### config.mk
export PLATFORM = sky130hd
export DESIGN_NAME = txwb_tracker
export DESIGN_NICKNAME = d
export VERILOG_FILES = /design/src/rtl/twb_pkg.sv /design/src/rtl/twb_req_count.sv /design/src/rtl/twb_slot_queue.sv /design/src/rtl/twb_fetch_issuer.sv /design/src/rtl/txwb_tracker.sv
export SDC_FILE = /design/constraint.sdc
export NUM_CORES = 1
export LEC_CHECK = 0
export BUFFER_PORTS_ARGS = -buffer_cell sky130_fd_sc_hd__buf_2
export CAP_MARGIN = 15
export CORE_MARGIN = 2
export CORE_UTILIZATION = 56
export CTS_CLUSTER_SIZE = 40
export DETAILED_ROUTE_END_ITERATION = 16
export PLACE_DENSITY = 0.75
export SYNTH_ARGS = -nofsm -noshare
export SYNTH_HDL_FRONTEND = slang
export SYNTH_SLANG_ARGS = --single-unit
### constraint.sdc
create_clock -name clk -period 5.7 [get_ports clk]
set_input_delay 0.57 -clock clk [delete_from_list [all_inputs] [get_ports clk]]
set_output_delay 0.57 -clock clk [all_outputs]
set_load 0.02 [all_outputs]
### src/rtl/twb_pkg.sv
package twb_pkg;

  typedef enum logic [1:0] {
    DK_DATA     = 2'b00,
    DK_CONTEXT  = 2'b01,
    DK_NULL     = 2'b10,
    DK_RESERVED = 2'b11
  } desc_kind_e;

  localparam int unsigned WB_SIZE_W = 5;
  localparam logic [WB_SIZE_W-1:0] WB_STATUS_ONLY = 5'd1;
  localparam logic [WB_SIZE_W-1:0] WB_WHOLE_DESC  = 5'd16;

endpackage

### src/rtl/twb_req_count.sv
module twb_req_count #(
  parameter int LEN_W    = 16,
  parameter int CHUNK_LG = 8,
  parameter int CNT_W    = LEN_W - CHUNK_LG + 1
) (
  input  logic [1:0]       kind,
  input  logic [LEN_W-1:0] len,
  input  logic             seg,
  output logic             has_data,
  output logic [CNT_W-1:0] reqs
);
  import twb_pkg::*;

  localparam logic [LEN_W:0] ROUND_UP = (LEN_W+1)'((1 << CHUNK_LG) - 1);

  desc_kind_e     k;
  logic [LEN_W:0] padded;

  always_comb begin
    k        = desc_kind_e'(kind);
    has_data = (k == DK_DATA) && (len != '0);
    padded   = {1'b0, len} + ROUND_UP;
    if (!has_data)  reqs = '0;
    else if (seg)   reqs = padded[LEN_W:CHUNK_LG];
    else            reqs = CNT_W'(1);
  end
endmodule

### src/rtl/twb_slot_queue.sv
module twb_slot_queue #(
  parameter int DEPTH = 8,
  parameter int LEN_W = 16,
  parameter int IDX_W = 8,
  parameter int CNT_W = 9,
  localparam int PTR_W = $clog2(DEPTH)
) (
  input  logic             clk,
  input  logic             rst_n,
  // allocation
  input  logic             alloc_en,
  input  logic [IDX_W-1:0] alloc_idx,
  input  logic [LEN_W-1:0] alloc_len,
  input  logic             alloc_seg,
  input  logic             alloc_data,
  input  logic             alloc_rs,
  input  logic             alloc_whole,
  input  logic [CNT_W-1:0] alloc_reqs,
  output logic             full,
  output logic [PTR_W:0]   wr_ptr,
  // view for the fetch issuer
  input  logic [PTR_W:0]   iss_ptr,
  output logic [LEN_W-1:0] iss_len,
  output logic             iss_seg,
  output logic             iss_data,
  // completion credit
  input  logic             cred_en,
  input  logic [PTR_W-1:0] cred_tag,
  // head
  output logic             head_done,
  output logic [IDX_W-1:0] head_idx,
  output logic             head_rs,
  output logic             head_whole,
  input  logic             pop_en
);

  logic [IDX_W-1:0] s_idx   [DEPTH];
  logic [LEN_W-1:0] s_len   [DEPTH];
  logic [CNT_W-1:0] s_left  [DEPTH];
  logic             s_seg   [DEPTH];
  logic             s_data  [DEPTH];
  logic             s_rs    [DEPTH];
  logic             s_whole [DEPTH];
  logic             s_busy  [DEPTH];

  logic [PTR_W:0]   rd_ptr;
  logic [PTR_W:0]   fill;
  logic [PTR_W-1:0] wr_slot, rd_slot, iss_slot;

  assign wr_slot  = wr_ptr[PTR_W-1:0];
  assign rd_slot  = rd_ptr[PTR_W-1:0];
  assign iss_slot = iss_ptr[PTR_W-1:0];
  assign fill     = wr_ptr - rd_ptr;
  assign full     = (fill == (PTR_W+1)'(DEPTH));

  generate
    for (genvar g = 0; g < DEPTH; g++) begin : g_slot
      always_ff @(posedge clk) begin
        if (!rst_n) begin
          s_idx[g]   <= '0;
          s_len[g]   <= '0;
          s_left[g]  <= '0;
          s_seg[g]   <= 1'b0;
          s_data[g]  <= 1'b0;
          s_rs[g]    <= 1'b0;
          s_whole[g] <= 1'b0;
          s_busy[g]  <= 1'b0;
        end else if (alloc_en && (wr_slot == PTR_W'(g))) begin
          s_idx[g]   <= alloc_idx;
          s_len[g]   <= alloc_len;
          s_left[g]  <= alloc_reqs;
          s_seg[g]   <= alloc_seg;
          s_data[g]  <= alloc_data;
          s_rs[g]    <= alloc_rs;
          s_whole[g] <= alloc_whole;
          s_busy[g]  <= 1'b1;
        end else begin
          if (cred_en && (cred_tag == PTR_W'(g)))
            s_left[g] <= s_left[g] - CNT_W'(1);
          if (pop_en && (rd_slot == PTR_W'(g)))
            s_busy[g] <= 1'b0;
        end
      end
    end
  endgenerate

  always_ff @(posedge clk) begin
    if (!rst_n) begin
      wr_ptr <= '0;
      rd_ptr <= '0;
    end else begin
      if (alloc_en) wr_ptr <= wr_ptr + 1'b1;
      if (pop_en)   rd_ptr <= rd_ptr + 1'b1;
    end
  end

  always_comb begin
    iss_len    = s_len[iss_slot];
    iss_seg    = s_seg[iss_slot];
    iss_data   = s_data[iss_slot];
    head_idx   = s_idx[rd_slot];
    head_rs    = s_rs[rd_slot];
    head_whole = s_whole[rd_slot];
    head_done  = (rd_ptr != wr_ptr) && (s_left[rd_slot] == '0) && (iss_ptr != rd_ptr);
  end

  // the occupancy never exceeds the queue depth
  a_r8_no_overflow: assert property (@(posedge clk) disable iff (!rst_n)
    fill <= (PTR_W+1)'(DEPTH));

  // a completion must land on a live slot that still expects one
  a_r7_credit_live: assert property (@(posedge clk) disable iff (!rst_n)
    cred_en |-> (s_busy[cred_tag] && (s_left[cred_tag] != '0)));

  // retirement only ever takes an occupied head
  a_r6_pop_occupied: assert property (@(posedge clk) disable iff (!rst_n)
    pop_en |-> s_busy[rd_slot]);

  // the retiring head has no fetch left outstanding
  a_r2_pop_after_fetch: assert property (@(posedge clk) disable iff (!rst_n)
    pop_en |-> (s_left[rd_slot] == '0));

endmodule

### src/rtl/twb_fetch_issuer.sv
module twb_fetch_issuer #(
  parameter int DEPTH = 8,
  parameter int LEN_W = 16,
  parameter int CHUNK = 256,
  localparam int PTR_W = $clog2(DEPTH)
) (
  input  logic             clk,
  input  logic             rst_n,
  input  logic [PTR_W:0]   wr_ptr,
  input  logic [LEN_W-1:0] ent_len,
  input  logic             ent_seg,
  input  logic             ent_data,
  output logic [PTR_W:0]   iss_ptr,
  output logic             freq_valid,
  input  logic             freq_ready,
  output logic [PTR_W-1:0] freq_tag,
  output logic [LEN_W-1:0] freq_len
);

  localparam logic [LEN_W-1:0] CHUNK_L = LEN_W'(CHUNK);

  logic [LEN_W-1:0] left_q;
  logic             mid_q;
  logic             have;
  logic [LEN_W-1:0] cur_left, chunk, rest;
  logic             take;

  always_comb begin
    have       = (iss_ptr != wr_ptr);
    cur_left   = mid_q ? left_q : ent_len;
    chunk      = (ent_seg && (cur_left > CHUNK_L)) ? CHUNK_L : cur_left;
    rest       = cur_left - chunk;
    freq_valid = have && ent_data;
    take       = freq_valid && freq_ready;
    freq_tag   = iss_ptr[PTR_W-1:0];
    freq_len   = chunk;
  end

  always_ff @(posedge clk) begin
    if (!rst_n) begin
      iss_ptr <= '0;
      left_q  <= '0;
      mid_q   <= 1'b0;
    end else if (have && !ent_data) begin
      iss_ptr <= iss_ptr + 1'b1;
    end else if (take) begin
      if (rest == '0) begin
        iss_ptr <= iss_ptr + 1'b1;
        mid_q   <= 1'b0;
      end else begin
        left_q  <= rest;
        mid_q   <= 1'b1;
      end
    end
  end

  // a stalled fetch request keeps its tag and length
  a_r9_fetch_hold: assert property (@(posedge clk) disable iff (!rst_n)
    (freq_valid && !freq_ready) |=> (freq_valid && $stable(freq_tag) && $stable(freq_len)));

  // segmentation chunks are non-empty and never larger than CHUNK
  a_r1_chunk_bound: assert property (@(posedge clk) disable iff (!rst_n)
    (freq_valid && ent_seg) |-> ((freq_len != '0) && (freq_len <= CHUNK_L)));

  // the issuer never runs ahead of allocation
  a_r1_issuer_behind_alloc: assert property (@(posedge clk) disable iff (!rst_n)
    ((wr_ptr - iss_ptr) <= (PTR_W+1)'(DEPTH)));

endmodule

### src/rtl/txwb_tracker.sv
module txwb_tracker #(
  parameter int DEPTH = 8,
  parameter int LEN_W = 16,
  parameter int IDX_W = 8,
  parameter int CHUNK = 256,
  parameter int TH_W  = 4
) (
  input  logic                     clk,
  input  logic                     rst_n,
  input  logic [TH_W-1:0]          wb_thresh,
  input  logic                     desc_valid,
  output logic                     desc_ready,
  input  logic [1:0]               desc_kind,
  input  logic [LEN_W-1:0]         desc_len,
  input  logic                     desc_rs,
  input  logic                     desc_seg,
  output logic                     freq_valid,
  input  logic                     freq_ready,
  output logic [$clog2(DEPTH)-1:0] freq_tag,
  output logic [LEN_W-1:0]         freq_len,
  input  logic                     fdone_valid,
  input  logic [$clog2(DEPTH)-1:0] fdone_tag,
  output logic                     wb_valid,
  input  logic                     wb_ready,
  output logic [IDX_W-1:0]         wb_index,
  output logic [4:0]               wb_bytes
);
  import twb_pkg::*;

  localparam int PTR_W    = $clog2(DEPTH);
  localparam int CHUNK_LG = $clog2(CHUNK);
  localparam int CNT_W    = LEN_W - CHUNK_LG + 1;

  logic             q_full;
  logic [PTR_W:0]   wr_ptr, iss_ptr;
  logic [LEN_W-1:0] iss_len;
  logic             iss_seg, iss_data;
  logic             head_done, head_rs, head_whole;
  logic [IDX_W-1:0] head_idx;
  logic             alloc_en, pop_en;
  logic             new_data;
  logic [CNT_W-1:0] new_reqs;
  logic [IDX_W-1:0] next_idx;
  logic             mode_whole;

  assign desc_ready = !q_full;
  assign alloc_en   = desc_valid && desc_ready;
  assign mode_whole = (wb_thresh != '0);

  always_ff @(posedge clk) begin
    if (!rst_n)        next_idx <= '0;
    else if (alloc_en) next_idx <= next_idx + 1'b1;
  end

  twb_req_count #(.LEN_W(LEN_W), .CHUNK_LG(CHUNK_LG), .CNT_W(CNT_W)) u_count (
    .kind     (desc_kind),
    .len      (desc_len),
    .seg      (desc_seg),
    .has_data (new_data),
    .reqs     (new_reqs)
  );

  twb_slot_queue #(.DEPTH(DEPTH), .LEN_W(LEN_W), .IDX_W(IDX_W), .CNT_W(CNT_W)) u_queue (
    .clk         (clk),
    .rst_n       (rst_n),
    .alloc_en    (alloc_en),
    .alloc_idx   (next_idx),
    .alloc_len   (desc_len),
    .alloc_seg   (desc_seg),
    .alloc_data  (new_data),
    .alloc_rs    (desc_rs),
    .alloc_whole (mode_whole),
    .alloc_reqs  (new_reqs),
    .full        (q_full),
    .wr_ptr      (wr_ptr),
    .iss_ptr     (iss_ptr),
    .iss_len     (iss_len),
    .iss_seg     (iss_seg),
    .iss_data    (iss_data),
    .cred_en     (fdone_valid),
    .cred_tag    (fdone_tag),
    .head_done   (head_done),
    .head_idx    (head_idx),
    .head_rs     (head_rs),
    .head_whole  (head_whole),
    .pop_en      (pop_en)
  );

  twb_fetch_issuer #(.DEPTH(DEPTH), .LEN_W(LEN_W), .CHUNK(CHUNK)) u_issue (
    .clk        (clk),
    .rst_n      (rst_n),
    .wr_ptr     (wr_ptr),
    .ent_len    (iss_len),
    .ent_seg    (iss_seg),
    .ent_data   (iss_data),
    .iss_ptr    (iss_ptr),
    .freq_valid (freq_valid),
    .freq_ready (freq_ready),
    .freq_tag   (freq_tag),
    .freq_len   (freq_len)
  );

  always_comb begin
    wb_valid = head_done && head_rs;
    pop_en   = head_done && (!head_rs || wb_ready);
    wb_index = head_idx;
    wb_bytes = head_whole ? WB_WHOLE_DESC : WB_STATUS_ONLY;
  end

  // a stalled write-back keeps its index and size
  a_r9_wb_hold: assert property (@(posedge clk) disable iff (!rst_n)
    (wb_valid && !wb_ready) |=> (wb_valid && $stable(wb_index) && $stable(wb_bytes)));

  // only the two legal write-back sizes ever appear
  a_r5_wb_size_legal: assert property (@(posedge clk) disable iff (!rst_n)
    wb_valid |-> ((wb_bytes == WB_STATUS_ONLY) || (wb_bytes == WB_WHOLE_DESC)));

  // a full queue refuses the offered descriptor and keeps refusing until a retirement
  a_r8_stall_when_full: assert property (@(posedge clk) disable iff (!rst_n)
    (desc_valid && !desc_ready && !pop_en) |=> !desc_ready);

endmodule

==> reports/results.txt <==
Final worst-path cycle share - 91.71%
Synth Area in Simple Gates - 16.66%
Fraction of layout instances using a drive strength above 1 - 14.90%
Multiplexer share of the synthesized area - 8.671%
Most repeated cell in the gate-level netlist after synthesis - sky130_fd_sc_hd__edfxtp_1
Xor/xnor cell area share of the yosys netlist - 4.460%
Worst hold path class - in -> reg
Worst reg2reg setup slack - 0.47 ns
Tightest Pin Transition - 1.153 ns
TritonCTS buffer count - 38
Synth Area in Compound Gates - 8.020%
Top-level port count - 68
DRC violation total after the first TritonRoute iteration - 1583
Clock buffer depth - 3
Most frequent cells after synthesis - 292 x sky130_fd_sc_hd__edfxtp_1, 131 x sky130_fd_sc_hd__and3_1, 97 x sky130_fd_sc_hd__nor2_1, 90 x sky130_fd_sc_hd__nand2_1, 83 x sky130_fd_sc_hd__o22ai_1
Drt wl/cell - 24.08 um
Met3 wirelength from detailed routing - 4243 um
Critical path class - reg -> reg
Wire length after detailed routing - 45630 um
IO buf count - 64
Worst slew margin - 23.02%
Wire length of the first global-routing pass - 69430 um
Num rows - 63
Library cell with the largest summed area after synthesis - sky130_fd_sc_hd__edfxtp_1
Outcome - finished clean
Synth warnings - 0
Top routing layer in use - met4
Number of antenna violations at the first check in global routing - 3
Number of buffers inserted by hold repair at cts - 0
Clock transition at the registers of the reported paths - 0.06 ns
Asr flop ratio synth - 0%
Maximum net fanout on the critical path - 15
Post-DR vias/cell - 6.442
Top cell type's share of synthesized area - 51.33%
Mean instance size in the synthesized netlist - 11.91 um2
Setup repair after global routing missed its margin - no
Adder-Cell Fraction of Synth Area - 1.538%
Die outline height - 178.7 um
Setup fix buffers added after clock tree synthesis - 0
Number of slew-limit violations in the final report - 0
Pin count of the biggest net entering global routing - 70
Flip-flop cell with the highest count after synthesis - sky130_fd_sc_hd__edfxtp_1
Count of endpoints failing hold in the final timing report - 0
Area added between synthesis and finish - 10.63%
Count of placed standard cells including taps - 1824
Post-Syn Instances - 1435
Final GP Congestion - 0.9969
Effective utilization at floorplan - 57.18%
Peak supply drop - 0.0002423 V
Fin Setup TNS - 0 ns
Number of storage elements in the synthesis netlist - 339
Post-synthesis sequential area ratio - 56.83%
Static leakage - 7.324 nW
Resized Gates After CTS - 0
Chip Width - 178.7 um
Post-detailed-placement half-perimeter wirelength - 28470 um
Max-capacitance violation count - 0
Final Setup Violations - 0
Number of non-filler instances in the completed layout - 1895
EDFF count, synth - 292
Number of vias in the routed layout - 12.21k
Clock period minus worst slack - 5.227 ns
Overall fraction of global-route tracks in use - 29.03%
Setup slack after placement - 0.5135 ns
Clock tree from TritonCTS - built
Detailed-routing iteration count for the pre-antenna-repair pass - 6
Post-synthesis cell area - 17080 um2
Post-detailed-route count of antenna-violating nets - 0
Placeable core region - 29870 um2
Top cells by area in the synthesized netlist - sky130_fd_sc_hd__edfxtp_1 51%, sky130_fd_sc_hd__dfxtp_1 5.5%, sky130_fd_sc_hd__and3_1 4.8%
Fin nets - 1528
WL met2 - 21910 um
Power per unit of standard cell area - 394.6 nW/um2
Type of origin of the critical path - flop
Die area - 31920 um2
Arrival time of the worst setup path - 5.64 ns
Aggregate global routing overflow - 0
Remaining routing DRC violations - 0
Combinational family with the most area after synthesis - simple AND/OR/NAND/NOR gates
Number of different library cells in the post-synthesis netlist - 69
Met1 wire length - 18170 um
H-tree depth - 2
Total clock sinks - 339
Endpoint class of the critical path - flop
Clock root buffer - sky130_fd_sc_hd__clkbuf_16
Max Clk Rate - 0.1913 GHz
Worst-Skew Late Latency - 0.54 ns
Setup ws final - 0.4728 ns
WP data required - 6.11 ns
Fin Clk Skew - 0.02353 ns
Number of global-route vias before repair - 11.80k
==> kinds of logic after synthesis <==
| family | count (synthesis) |
|---|---|
| compound gates | 200 |
| xor+xnor | 87 |
| simple gates | 531 |
| buf+inv | 146 |
| other cells | 2 |
| fa+ha+maj | 21 |
| flops | 339 |
| mux | 109 |
==> worst paths after layout <==
| check | startpoint | to | cells after the start |
|---|---|---|---|
| worst max-delay path | flop | u_issue.left_q[9]$_SDFFE_PN0P_ | 16 |
| worst min-delay path | desc_rs | u_queue.s_rs[4]$_DFF_P_ | 2 |
| worst max register to register | flop | u_issue.left_q[9]$_SDFFE_PN0P_ | 16 |
| worst min register to register | u_queue.s_whole[4]$_DFF_P_ | u_queue.s_whole[4]$_DFF_P_ | 2 |
==> where the power goes <==
group | total [mW] | internal [mW] | switching, mW
combinational | 2.12 | 0.795 | 1.32
clock | 2.34 | 1.37 | 0.974
sequential | 3.00 | 2.86 | 0.145
total | 7.46 | 5.02 | 2.44
==> routing by layer <==
| layer | global-route usage [%] | vias up |
|---|---|---|
| li1 | - | 5448 |
| met1 | 39.85 | 5984 |
| met2 | 48.23 | 668 |
| met3 | 4.198 | 108 |
| met4 | 8.808 | 0 |
| met5 | 0 | - |
==> final cells by class <==
cell class	count	area, um2
well taps	390	488.0
clock inverters	18	155.1
flip-flops and latches	339	9714
clock buffers	51	1031
diodes	2	5.005
inverters	42	157.7
multi-input cells	952	6739
repair buffers	101	610.6
fillers	2262	10970
==> state kept, by name, indices dropped and copies added (netlist names), named ones only <==
name and flops:
next_idx 8, u_issue.iss_ptr 4, u_issue.left_q 16, u_issue.mid_q 1, u_queue.rd_ptr 4, u_queue.s_data 8
u_queue.s_idx 64, u_queue.s_left 72, u_queue.s_len 128, u_queue.s_rs 8, u_queue.s_seg 8, u_queue.s_whole 8
u_queue.wr_ptr 4
==> through the flow <==
stage                     cell area (um2)  hold WS [ns]  power (mW)  utilization, %
after global placement              17710        0.4321       5.120           59.28
final                               18900        0.3496       7.458           63.27
after global routing                18900        0.3516       7.750           63.26
after detailed placement            17710        0.4520       5.128           59.28
after CTS                           18900        0.3335       7.449           63.25
after floorplan                     17090        0.4205       4.499               -
==> cell usage in the layout (no fill, tap or decap), types with 5 or more instances in the layout <==
master	netlist	routed
sky130_fd_sc_hd__edfxtp_1	292	292
sky130_fd_sc_hd__and3_1	131	131
sky130_fd_sc_hd__nor2_1	97	97
sky130_fd_sc_hd__nand2_1	90	90
sky130_fd_sc_hd__o22ai_1	83	83
sky130_fd_sc_hd__and2_1	74	74
sky130_fd_sc_hd__buf_2	5	64
sky130_fd_sc_hd__xnor2_1	55	55
sky130_fd_sc_hd__mux2i_1	52	52
sky130_fd_sc_hd__dfxtp_1	47	45
sky130_fd_sc_hd__clkbuf_16	0	39
sky130_fd_sc_hd__inv_1	39	38
sky130_fd_sc_hd__buf_4	8	36
sky130_fd_sc_hd__nand3_1	35	35
sky130_fd_sc_hd__xor2_1	32	32
sky130_fd_sc_hd__mux2_2	28	28
sky130_fd_sc_hd__mux4_2	28	28
sky130_fd_sc_hd__a21oi_1	28	28
sky130_fd_sc_hd__nor3_1	27	27
sky130_fd_sc_hd__a22o_1	21	21
sky130_fd_sc_hd__ha_1	21	21
sky130_fd_sc_hd__o21ai_0	18	18
sky130_fd_sc_hd__nor4_1	15	15
sky130_fd_sc_hd__o31ai_1	12	12
sky130_fd_sc_hd__nand4_1	12	12
sky130_fd_sc_hd__clkbuf_1	78	11
sky130_fd_sc_hd__clkinv_1	3	10
sky130_fd_sc_hd__or4_1	9	9
sky130_fd_sc_hd__nor4b_1	8	8
sky130_fd_sc_hd__clkinv_2	0	8
sky130_fd_sc_hd__nor2b_1	7	7
sky130_fd_sc_hd__o31a_1	6	6
sky130_fd_sc_hd__nand2b_1	5	5
sky130_fd_sc_hd__or3_1	5	5
sky130_fd_sc_hd__a211o_1	5	5
==> worst max-delay path: stages (launching register included) <==
cell and delay, ns:
sky130_fd_sc_hd__dfxtp_1 0.44, sky130_fd_sc_hd__and2b_1 0.40, sky130_fd_sc_hd__a22o_1 0.29, sky130_fd_sc_hd__o31ai_1 0.71
sky130_fd_sc_hd__nor4_2 0.14, sky130_fd_sc_hd__a21o_1 0.22, sky130_fd_sc_hd__nand2_1 0.08, sky130_fd_sc_hd__nand2_1 0.06
sky130_fd_sc_hd__ha_1 0.28, sky130_fd_sc_hd__inv_1 0.17, sky130_fd_sc_hd__nand2b_1 0.09, sky130_fd_sc_hd__o31ai_1 0.29
sky130_fd_sc_hd__or4b_1 0.48, sky130_fd_sc_hd__a2111o_1 0.39, sky130_fd_sc_hd__a211oi_4 0.53, sky130_fd_sc_hd__nor2_4 0.23
sky130_fd_sc_hd__a31o_2 0.29
(Power assumes the default switching activity.)
